**src/rtl/hpe_pkg.sv**
```systemverilog
package hpe_pkg;
  localparam int TBITS = 6;   // table index width, 64 points per turn
  localparam int FRAC  = 14;  // coefficient fraction bits

  typedef enum logic [1:0] {ST_IDLE, ST_RUN, ST_OUT} hpe_state_e;

  // quarter-wave magnitude, round(16384*sin(2*pi*q/64)), q = 0..16
  function automatic logic signed [15:0] qmag(input logic [4:0] q);
    case (q)
      5'd0:  qmag = 16'sd0;
      5'd1:  qmag = 16'sd1606;
      5'd2:  qmag = 16'sd3196;
      5'd3:  qmag = 16'sd4756;
      5'd4:  qmag = 16'sd6270;
      5'd5:  qmag = 16'sd7723;
      5'd6:  qmag = 16'sd9102;
      5'd7:  qmag = 16'sd10394;
      5'd8:  qmag = 16'sd11585;
      5'd9:  qmag = 16'sd12665;
      5'd10: qmag = 16'sd13623;
      5'd11: qmag = 16'sd14449;
      5'd12: qmag = 16'sd15137;
      5'd13: qmag = 16'sd15679;
      5'd14: qmag = 16'sd16069;
      5'd15: qmag = 16'sd16305;
      5'd16: qmag = 16'sd16384;
      default: qmag = 16'sd0;
    endcase
  endfunction

  // full-turn sine from the quarter table
  function automatic logic signed [15:0] wave(input logic [TBITS-1:0] idx);
    logic signed [15:0] m;
    m = idx[4] ? qmag(5'd16 - {1'b0, idx[3:0]}) : qmag({1'b0, idx[3:0]});
    wave = idx[5] ? -m : m;
  endfunction
endpackage

```
**src/rtl/hpe_trig.sv**
```systemverilog
module hpe_trig
  import hpe_pkg::*;
(
  input  logic [TBITS-1:0]   idx,
  output logic signed [15:0] sin_o,
  output logic signed [15:0] cos_o
);
  localparam logic [TBITS-1:0] QTR = TBITS'(1 << (TBITS - 2));

  assign sin_o = wave(idx);
  assign cos_o = wave(idx + QTR);
endmodule

```
**src/rtl/hpe_mac.sv**
```systemverilog
module hpe_mac #(
  parameter int XW   = 16,
  parameter int CW   = 16,
  parameter int AW   = 32,
  parameter int LEAK = 4,
  parameter int FR   = 14
) (
  input  logic signed [AW-1:0] base,
  input  logic signed [XW-1:0] x,
  input  logic signed [CW-1:0] coef,
  input  logic                 sub,
  output logic signed [AW-1:0] nxt
);
  localparam int PRW = XW + CW;

  logic signed [PRW-1:0] prod;
  logic signed [PRW-1:0] scl;
  logic signed [AW-1:0]  term;

  assign prod = x * coef;
  assign scl  = prod >>> FR;
  assign term = sub ? -AW'(scl) : AW'(scl);
  assign nxt  = base - (base >>> LEAK) + term;
endmodule

```
**src/rtl/harm_phasor_xtr.sv**
```systemverilog
module harm_phasor_xtr #(
  parameter int XW     = 16,
  parameter int PW     = 8,
  parameter int OW     = 6,
  parameter int AW     = 32,
  parameter int LEAK   = 4,
  parameter int SETTLE = 8
) (
  input  logic                 clk,
  input  logic                 rst_n,
  input  logic                 in_valid,
  output logic                 in_ready,
  input  logic [XW-1:0]        v_a,
  input  logic [XW-1:0]        v_b,
  input  logic [XW-1:0]        v_c,
  input  logic [XW-1:0]        i_a,
  input  logic [XW-1:0]        i_b,
  input  logic [XW-1:0]        i_c,
  input  logic [PW-1:0]        fund_phase,
  input  logic [PW-1:0]        fund_step,
  input  logic [1:0]           phase_sel,
  input  logic [OW-1:0]        h1_order,
  input  logic [OW-1:0]        h2_order,
  input  logic [OW-1:0]        h3_order,
  output logic                 out_valid,
  input  logic                 out_ready,
  output logic [16*AW-1:0]     out_phasors,
  output logic [3:0]           out_ok
);
  import hpe_pkg::*;

  localparam int NB    = 4;
  localparam int NSLOT = NB * 4;
  localparam int SW    = $clog2(NSLOT);
  localparam int STW   = $clog2(SETTLE + 1);
  localparam int MW    = OW + PW;

  hpe_state_e st;
  logic [SW-1:0]         slot;
  logic signed [XW-1:0]  xv_q, xi_q;
  logic [PW-1:0]         ph_q;
  logic [1:0]            sel_q;
  logic [OW-1:0]         ord_q  [NB];
  logic [STW-1:0]        sttl_q [NB];
  logic [NB-1:0]         vld_q, clr_q;
  logic signed [AW-1:0]  acc_q  [NSLOT];

  logic [OW-1:0]         ord_in [NB];
  logic [NB-1:0]         vld_d, clr_d;
  logic [XW-1:0]         xv_d, xi_d;
  logic                  accept;

  assign in_ready  = (st == ST_IDLE);
  assign out_valid = (st == ST_OUT);
  assign accept    = in_valid && in_ready;

  assign ord_in[0] = OW'(1);
  assign ord_in[1] = h1_order;
  assign ord_in[2] = h2_order;
  assign ord_in[3] = h3_order;

  always_comb begin
    case (phase_sel)
      2'd1:    begin xv_d = v_b; xi_d = i_b; end
      2'd2:    begin xv_d = v_c; xi_d = i_c; end
      default: begin xv_d = v_a; xi_d = i_a; end
    endcase
  end

  // per-bin validity and restart decisions, taken at accept
  for (genvar b = 0; b < NB; b++) begin : g_bin
    logic [MW-1:0] span;
    logic          order_ok;
    assign span = MW'(ord_in[b]) * MW'(fund_step);
    if (b == 0) begin : g_fund
      assign order_ok = 1'b1;
    end else begin : g_harm
      assign order_ok = (ord_in[b] >= OW'(2));
    end
    assign vld_d[b] = order_ok && (span < MW'(1 << (PW - 1)));
    assign clr_d[b] = (phase_sel != sel_q) || (ord_in[b] != ord_q[b]);
    assign out_ok[b] = out_valid && vld_q[b] && (sttl_q[b] >= STW'(SETTLE));
  end

  // shared datapath: one slot per cycle
  logic [1:0]            cb;
  logic [MW-1:0]         ang;
  logic [TBITS-1:0]      tidx;
  logic signed [15:0]    s_w, c_w;
  logic signed [15:0]    coef;
  logic signed [XW-1:0]  xsel;
  logic signed [AW-1:0]  base, nxt;

  assign cb   = slot[SW-1:2];
  assign ang  = MW'(ord_q[cb]) * MW'(ph_q);
  assign tidx = ang[PW-1:PW-TBITS];
  assign coef = slot[0] ? s_w : c_w;
  assign xsel = slot[1] ? xi_q : xv_q;
  assign base = clr_q[cb] ? '0 : acc_q[slot];

  hpe_trig u_trig (.idx(tidx), .sin_o(s_w), .cos_o(c_w));

  hpe_mac #(.XW(XW), .CW(16), .AW(AW), .LEAK(LEAK), .FR(FRAC)) u_mac (
    .base(base), .x(xsel), .coef(coef), .sub(slot[0]), .nxt(nxt)
  );

  always_ff @(posedge clk or negedge rst_n) begin
    if (!rst_n) begin
      st    <= ST_IDLE;
      slot  <= '0;
      xv_q  <= '0;
      xi_q  <= '0;
      ph_q  <= '0;
      sel_q <= '0;
      vld_q <= '0;
      clr_q <= '0;
      for (int b = 0; b < NB; b++) begin
        ord_q[b]  <= '0;
        sttl_q[b] <= '0;
      end
      for (int s = 0; s < NSLOT; s++) acc_q[s] <= '0;
    end else begin
      case (st)
        ST_IDLE: if (accept) begin
          xv_q  <= xv_d;
          xi_q  <= xi_d;
          ph_q  <= fund_phase;
          sel_q <= phase_sel;
          vld_q <= vld_d;
          clr_q <= clr_d;
          for (int b = 0; b < NB; b++) begin
            ord_q[b] <= ord_in[b];
            if (clr_d[b]) sttl_q[b] <= '0;
          end
          slot <= '0;
          st   <= ST_RUN;
        end
        ST_RUN: begin
          acc_q[slot] <= nxt;
          slot        <= slot + SW'(1);
          if (slot == SW'(NSLOT - 1)) begin
            st <= ST_OUT;
            for (int b = 0; b < NB; b++)
              if (sttl_q[b] != STW'(SETTLE)) sttl_q[b] <= sttl_q[b] + STW'(1);
          end
        end
        ST_OUT: if (out_ready) st <= ST_IDLE;
        default: st <= ST_IDLE;
      endcase
    end
  end

  for (genvar s = 0; s < NSLOT; s++) begin : g_out
    assign out_phasors[s*AW +: AW] = vld_q[s/4] ? acc_q[s] : '0;
  end
endmodule

```
**config.mk**
```make
export PLATFORM = sky130hd
export DESIGN_NAME = harm_phasor_xtr
export DESIGN_NICKNAME = d
export VERILOG_FILES = /design/src/rtl/hpe_pkg.sv /design/src/rtl/hpe_trig.sv /design/src/rtl/hpe_mac.sv /design/src/rtl/harm_phasor_xtr.sv
export SDC_FILE = /design/constraint.sdc
export NUM_CORES = 2
export LEC_CHECK = 0
export ABC_AREA = 1
export BUFFER_PORTS_ARGS = -buffer_cell sky130_fd_sc_hd__buf_2
export CAP_MARGIN = 10
export CORE_MARGIN = 10
export CORE_UTILIZATION = 40
export CTS_BUF_LIST = sky130_fd_sc_hd__clkbuf_8
export DETAILED_ROUTE_END_ITERATION = 8
export PLACE_DENSITY = 0.57
export SYNTH_ARGS = -nofsm -noshare
export SYNTH_HDL_FRONTEND = slang
export SYNTH_SLANG_ARGS = --single-unit
```
**constraint.sdc**
```tcl
create_clock -name clk -period 12.47 [get_ports clk]
set_clock_uncertainty 0.1 [all_clocks]
set_input_delay 3.741 -clock clk [delete_from_list [all_inputs] [get_ports clk]]
set_output_delay 3.741 -clock clk [all_outputs]
set_load 0.02 [all_outputs]
```
== Word level (Yosys, flattened, before mapping) ==
Memory sizes are Yosys's and may differ from the RTL's.
Index checks and enable logic that the tools add are counted.

* Bits in registers: 603
* ROM bits: 1408
* Bits of input ports: 136
* Output and inout port bits: 518
* Logic and storage cells: 176
* Memories kept: 4

{| class="wikitable"
|+ Memories
! memory !! depth !! width !! rd ports !! clocked after memory_dff !! wr ports !! line !! text
|-
| (name not given) || 32 || 15 || 1 || 0 || 0 || hpe_pkg.sv:9 || <nowiki>case (q)</nowiki>
|-
| (name not given) || 32 || 15 || 1 || 0 || 0 || hpe_pkg.sv:9 ||
|-
| (name not given) || 16 || 14 || 1 || 0 || 0 || hpe_pkg.sv:9 ||
|-
| (name not given) || 16 || 14 || 1 || 0 || 0 || hpe_pkg.sv:9 ||
|}

* Add/subtract/negate cells: 13
* Multipliers: 5
* Magnitude comparators: 15
* Eq/ne operators: 24
* Multiplexer cells: 54
* Bitwise operators: 3
* Reduce and logical (&&, ||, !) cells: 26

{| class="wikitable"
|+ Operator list
! operator !! count
|-
| 32-bit two-way mux || 21
|-
| 512-bit bitwise mux || 1
|-
| 32-bit binary-select mux with 4-bit select || 1
|-
| 32-bit demux with 4-bit select || 1
|-
| 16-bit two-way mux || 8
|-
| 16-bit one-hot mux with 2 select lines || 3
|-
| 14-bit by 8-bit less-than comparator with 1-bit output, second input constant || 3
|-
| 6-bit by 8-bit multiplier with 14-bit output || 3
|-
| 4-bit two-way mux || 9
|-
| 32-bit adder || 1
|-
| 16-bit by 16-bit multiplier with 32-bit output || 1
|-
| 16-bit negation || 2
|-
| 18-bit negation with 32-bit output || 1
|-
| 32-bit by 28-bit subtractor with 32-bit output || 1
|-
| 4-bit by 1-bit adder with 4-bit output, second input constant || 5
|-
| 5-bit AND reduction || 4
|-
| 6-bit by 2-bit >= comparator with 1-bit output, second input constant || 3
|-
| 6-bit inequality test || 3
|-
| 4-bit >= comparator, second input constant || 4
|-
| 4-bit inequality test, second input constant || 4
|-
| 1-bit logical AND || 13
|-
| 6-bit binary-select mux with 2-bit select || 1
|-
| 6-bit two-way mux || 2
|-
| 2-bit by 1-bit inequality test with 1-bit output, second input constant || 6
|-
| other kinds (26) || 39
|}

== Depth between registers and ports, before layout ==
An unclocked memory read counts as a cell.

* Depth in word-level cells: 17
* Mapped depth: 92
* Mapped depth without buffers: 88

== Cells and area by module ==
A second synthesis with hierarchy kept.

* Cells, all modules: 7924
* Area total of the unflattened synthesis: 53864.2 µm²

{| class="wikitable"
|+ By module, submodules not included
! module !! instances !! cells an instance !! area each (µm²) !! seq. area each (µm²)
|-
| harm_phasor_xtr || 1 || 5555 || 38067.8 || 15089.5
|-
| hpe_mac || 1 || 1947 || 13705.6 || 0.0
|-
| hpe_trig || 1 || 422 || 2090.8 || 0.0
|}

== Worst setup path before layout ==
OpenSTA, ideal clock, no wires.

* Path type: reg-to-reg
* From: reg slot[2]
* To: reg acc_q[287] (netlist bit)
* Library setup time: 0.066 ns
* Arrival time: 13.591 ns
* Data required time: 12.304 ns
* Setup slack: -1.286 ns
* Stages on the path, launching flop included: 87
* Buffers on the path: 3
* Period minus slack after synthesis: 13.756 ns
* Path through: dfrtp_1 > buf_6 > inv_4 > nand2_1 > nand2_1 > nand2_1 > nand2_2 > nand2_1 > fa_1 > inv_1 > fa_1 > fa_1 > ha_1 > or2_1 > nand2_4 > o21ai_1 > nand2_2 > inv_2 > [... 51 more ...] > a21oi_1 > o21ai_2 > a21boi_1 > o21ai_2 > inv_2 > nor2_1 > nor2_1 > inv_1 > nand2_1 > nand2_1 > a21boi_1 > o21ai_0 > xor2_1 > inv_1 > nand3_4 > buf_6 > nand3_2 > nand2_1

* Longest elaborated chain between the ends: 17
* Elaborated cells on any way between the ends: 37
* Those cells by class: 8 x add/sub; 2 x mul; 2 x order compare; 18 x mux; 2 x bitwise; 1 x reduce/logical; 4 x memory

{| class="wikitable"
|+ RTL lines
! what !! line !! text
|-
| start: declaration || harm_phasor_xtr.sv:39 || <nowiki>logic [SW-1:0] slot;</nowiki>
|-
| start signal: assignment || harm_phasor_xtr.sv:140 || <nowiki>slot <= slot + SW'(1);</nowiki>
|-
| 2-bit inverter with 3-bit output (not written as such) || harm_phasor_xtr.sv:95 || <nowiki>assign ang = MW'(ord_q[cb]) * MW'(ph_q);</nowiki>
|-
| 6-bit binary-select mux with 2-bit select || harm_phasor_xtr.sv:95 ||
|-
| 6-bit two-way mux (not written as such) (2 in a row) || harm_phasor_xtr.sv:95 ||
|-
| 6-bit by 8-bit multiplier with 8-bit output || harm_phasor_xtr.sv:95 ||
|-
| 6-bit by 5-bit adder with 6-bit output || hpe_trig.sv:11 || <nowiki>assign cos_o = wave(idx + QTR);</nowiki>
|-
| 5-bit by 4-bit subtractor with 5-bit output || hpe_pkg.sv:34 || <nowiki>m = idx[4] ? qmag(5'd16 - {1'b0, idx[3:0]}) : qmag({1'b0, idx[3:0]});</nowiki>
|-
| memory 32 x 15 bit || -- ||
|-
| 16-bit two-way mux || hpe_pkg.sv:34 ||
|-
| 16-bit negation || hpe_pkg.sv:35 || <nowiki>wave = idx[5] ? -m : m;</nowiki>
|-
| 16-bit two-way mux || hpe_pkg.sv:35 ||
|-
| 16-bit two-way mux || harm_phasor_xtr.sv:97 || <nowiki>assign coef = slot[0] ? s_w : c_w;</nowiki>
|-
| 16-bit by 16-bit multiplier with 32-bit output || hpe_mac.sv:20 || <nowiki>assign prod = x * coef;</nowiki>
|-
| 18-bit negation with 32-bit output || hpe_mac.sv:22 || <nowiki>assign term = sub ? -AW'(scl) : AW'(scl);</nowiki>
|-
| 32-bit two-way mux || hpe_mac.sv:22 ||
|-
| 32-bit adder || hpe_mac.sv:23 || <nowiki>assign nxt = base - (base >>> LEAK) + term;</nowiki>
|-
| 512-bit bitwise mux (*) || harm_phasor_xtr.sv:139 || <nowiki>acc_q[slot] <= nxt;</nowiki>
|-
| end signal: indexed assignment || harm_phasor_xtr.sv:139 ||
|-
| end: declaration || harm_phasor_xtr.sv:46 || <nowiki>logic signed [AW-1:0] acc_q [NSLOT];</nowiki>
|}

Every way passes the cells marked *; elsewhere a longest branch is shown, timed or not. The select of a mux whose other input is x is not followed.
A chain may end at the register's enable or synchronous reset.

== Worst setup path in the final report ==
* From: reg slot[2]
* To: reg acc_q[188] (netlist bit)

The elaborated chain is that of the path after synthesis.

==> impl_metrics.py <==
metrics = {
    "worst_setup_path": {
        "cp.required_ns": 13.02,
        "worstPathArrival_ns": 14.48,
        "cp_slowest_stage_delay_ns": 0.71,
        "crit_fanout": 7,
        "endpoint_kind": "flip-flop",
        "crit_slowest_cell": "fa_2",
        "crit_path_start_kind": "flip-flop",
        "crit_type": "flip-flop to flip-flop",
        "crit_path_frequent_cell": "fa_1",
    },
    "clocking": {
        "cts_max_level": 3,
        "clock_latency_ns": 0.87,
        "cts_tree": "done",
        "cts_sinks": 603,
        "clockBufferDepth": 3,
        "path_clk_slew_ns": 0.06,
        "clockRootBuffer": "clkbuf_8",
        "cts_made_buffers": 107,
    },
    "outcome": {
        "violations": "setup timing",
        "status": "finished, violations left",
    },
    "layout": {
        "drive_gt1_frac": 0.242,
        "postLayoutCellArea_um2": 65300,
        "fill_cells": 12700,
        "syn_to_final_growth_pct": 28.0,
        "nNetsFinal": 8910,
    },
    "timing": {
        "slew_viol_final": 0,
        "rsz0062_at_grt": "true",
        "setup_violations": 400,
        "worst_slack_ns": -1.45,
        "hold_slack_ns": 0.391,
        "relSlewSlack": 0.179,
        "fmax_ghz": 0.0718,
        "hold_viol_final": 0,
        "min_period_over_period": 1.12,
        "min_period_ns": 13.92,
        "tightest_slew_ns": 1.23,
    },
    "floorplanning": {
        "placeableCoreArea_um2": 127000,
        "chipWidth_um": 377,
        "rows": 131,
        "die_area_um2": 142000,
        "initial_utilization": 0.401,
        "ios": 654,
        "die_y_um": 377,
    },
    "yosys": {
        "ys_ff_latch": 603,
        "synth_cells": 7131,
        "yosysUniqueCellTypes": 60,
        "syn_nets": 7847,
        "synth.avg_cell_area_um2": 7.16,
        "synth_seq_area_share": 0.296,
        "netlist_area_um2": 51100,
        "yosys_warnings": 0,
    },
    "grt": {
        "grt_pass1_wl_um": 323000,
        "grt.total_usage": 0.296,
        "grt_overflow_total": 0,
        "grt_max_degree": 123,
        "antenna_found_initial": 12,
        "first_global_vias": 51800,
    },
    "route": {
        "viasPerCell": 5.28,
        "drc": 0,
        "drtPass1Iterations": 6,
        "ant_nets": 0,
        "vias": 52600,
        "wirelength_um": 217000,
        "drt_iter0_drc": 5253,
        "wire_per_inst_um": 21.8,
    },
    "placed_design": {
        "placed_area_um2": 60100,
        "dpl.hpwl_um": 163000,
        "io_buffer_count": 653,
        "gp_congestion": 0.974,
    },
    "run": {
        "cap_violations": 0,
    },
    "hold_path": {
        "hp-class": "flip-flop to flip-flop",
    },
}
per-layer routing:
metal  vias up  part of all wire  global-route usage
li1      24100                 -                   -
met1     25800              0.43               0.411
met2      2299              0.43               0.444
met3       384             0.097              0.0697
met4         4             0.042               0.117
met5         -           0.00011                   0
synth_stat cells, drive strengths merged:
master   instances  area share
nand4           29      0.0037
fa             378        0.15
a22oi            2     0.00029
a221oi           2     0.00034
a21o            12      0.0018
a22o            21      0.0036
a211oi           9      0.0013
or2              8     0.00098
a41oi            8      0.0014
nor2           477       0.036
o221a            3     0.00066
o2111ai          2     0.00034
xnor2           38      0.0065
a21boi           3     0.00044
o221ai           1     0.00017
buf             25      0.0031
nor3            26      0.0026
o21bai           1     0.00015
inv           1319       0.097
nand3          169       0.019
nor4            11      0.0013
ha             202       0.050
and2            10      0.0012
dfrtp          603        0.30
o22ai          121       0.015
clkbuf         369       0.027
nand2         2036        0.15
o211ai          10      0.0015
a2bb2oi         16      0.0027
a2111oi          3     0.00051
o31ai            7      0.0010
a311oi           1     0.00017
o41ai            2     0.00034
a31oi           21      0.0026
o41a             4     0.00088
xor2            50      0.0086
nand3b          10      0.0015
o21ai          889       0.088
a21oi          191       0.019
o21a             9      0.0013
clkinv          16      0.0012
o22a            16      0.0027
nor3b            1     0.00025
critical path, delay by kind of cell (launching register included):
kind | cells | cell delay (ns)
xor gates and xnor gates | 3 | 0.59
AOI/OAI and AO/OA | 14 | 2.07
adders and majority gates | 13 | 6.00
buffers and inverters | 21 | 2.21
DFF | 1 | 0.45
and+or+nand+nor | 26 | 2.35
flip-flops by register name, summed over array words and instances (netlist names):
name,flops
vld_q,4
xi_q,16
clr_q,4
sttl_q,16
ph_q,8
sel_q,2
ord_q,19
st,2
xv_q,16
acc_q,512
slot,4
worst paths after layout:
path	from	to	slack, ns	depth (start not counted)
min	acc_q[2]$_DFFE_PN0P_	acc_q[2]$_DFFE_PN0P_	0.39	2
min reg2reg	acc_q[2]$_DFFE_PN0P_	acc_q[2]$_DFFE_PN0P_	0.39	2
max reg2reg	slot[2]$_DFFE_PN0P_	acc_q[188]$_DFFE_PN0P_	-1.45	77
min in group asynchronous	rst_n	acc_q[434]$_DFFE_PN0P_	2.79	1
max in group asynchronous	rst_n	acc_q[371]$_DFFE_PN0P_	7.04	3
max	slot[2]$_DFFE_PN0P_	acc_q[188]$_DFFE_PN0P_	-1.45	77
stage by stage:
step,TNS [ns],setup slack [ns],cells,utilization
after detailed placement,-515.05,-1.83,9620,0.472
after CTS,-310.05,-1.21,9897,0.504
after global placement,-433.04,-1.61,9620,0.472
after floorplan,-42.59,-0.495,7131,-
after global routing,-670.59,-2.09,9947,0.514
final,-399.31,-1.45,9949,0.514
kinds of logic (layout without fill, tap and decap cells):
family | Yosys count | count (layout) | share of synthesized area
compound gates | 1354 | 1354 | 0.145
simple gates | 2777 | 2780 | 0.218
fa+ha+maj | 580 | 580 | 0.198
xor+xnor | 88 | 88 | 0.0151
buf+inv | 1729 | 2878 | 0.128
flops | 603 | 603 | 0.296
other cells | 0 | 4 | 0
cell usage in the layout (no fill, tap or decap), drive strengths merged, types with 26 or more instances in the layout:
cell type / synthesis / final
dfrtp: 603 / 603
buf: 25 / 1345
o21ai: 889 / 889
nand3: 169 / 170
nor2: 477 / 477
o22ai: 121 / 121
ha: 202 / 202
clkbuf: 369 / 141
nand4: 29 / 29
fa: 378 / 378
xnor2: 38 / 38
nand2: 2036 / 2037
a21oi: 191 / 191
clkinv: 16 / 29
nor3: 26 / 26
xor2: 50 / 50
inv: 1319 / 1352
timing repair:
action                                  4_1_cts  5_1_grt
hold buffers                                  0        0
cloned                                        8        1
pin swaps                                   114      140
buffers inserted                             72       50
resized for setup                           329      214
endpoints found under the setup margin      448      496
cell type report:
type / count / area [µm²] / share of cell area
inverters: 1335 / 5070 / 0.0776
well taps: 1662 / 2080 / 0.0318
flip-flops and latches: 603 / 15100 / 0.231
clock buffers: 141 / 1940 / 0.0297
repair buffers: 1345 / 9140 / 0.140
diodes: 4 / 10.0 / 0.000153
multi-input cells: 4802 / 31600 / 0.483
clock inverters: 57 / 394 / 0.00603
Power is not shown: default switching activity piles up to over one toggle a cycle in this logic, so the estimate is an artifact.
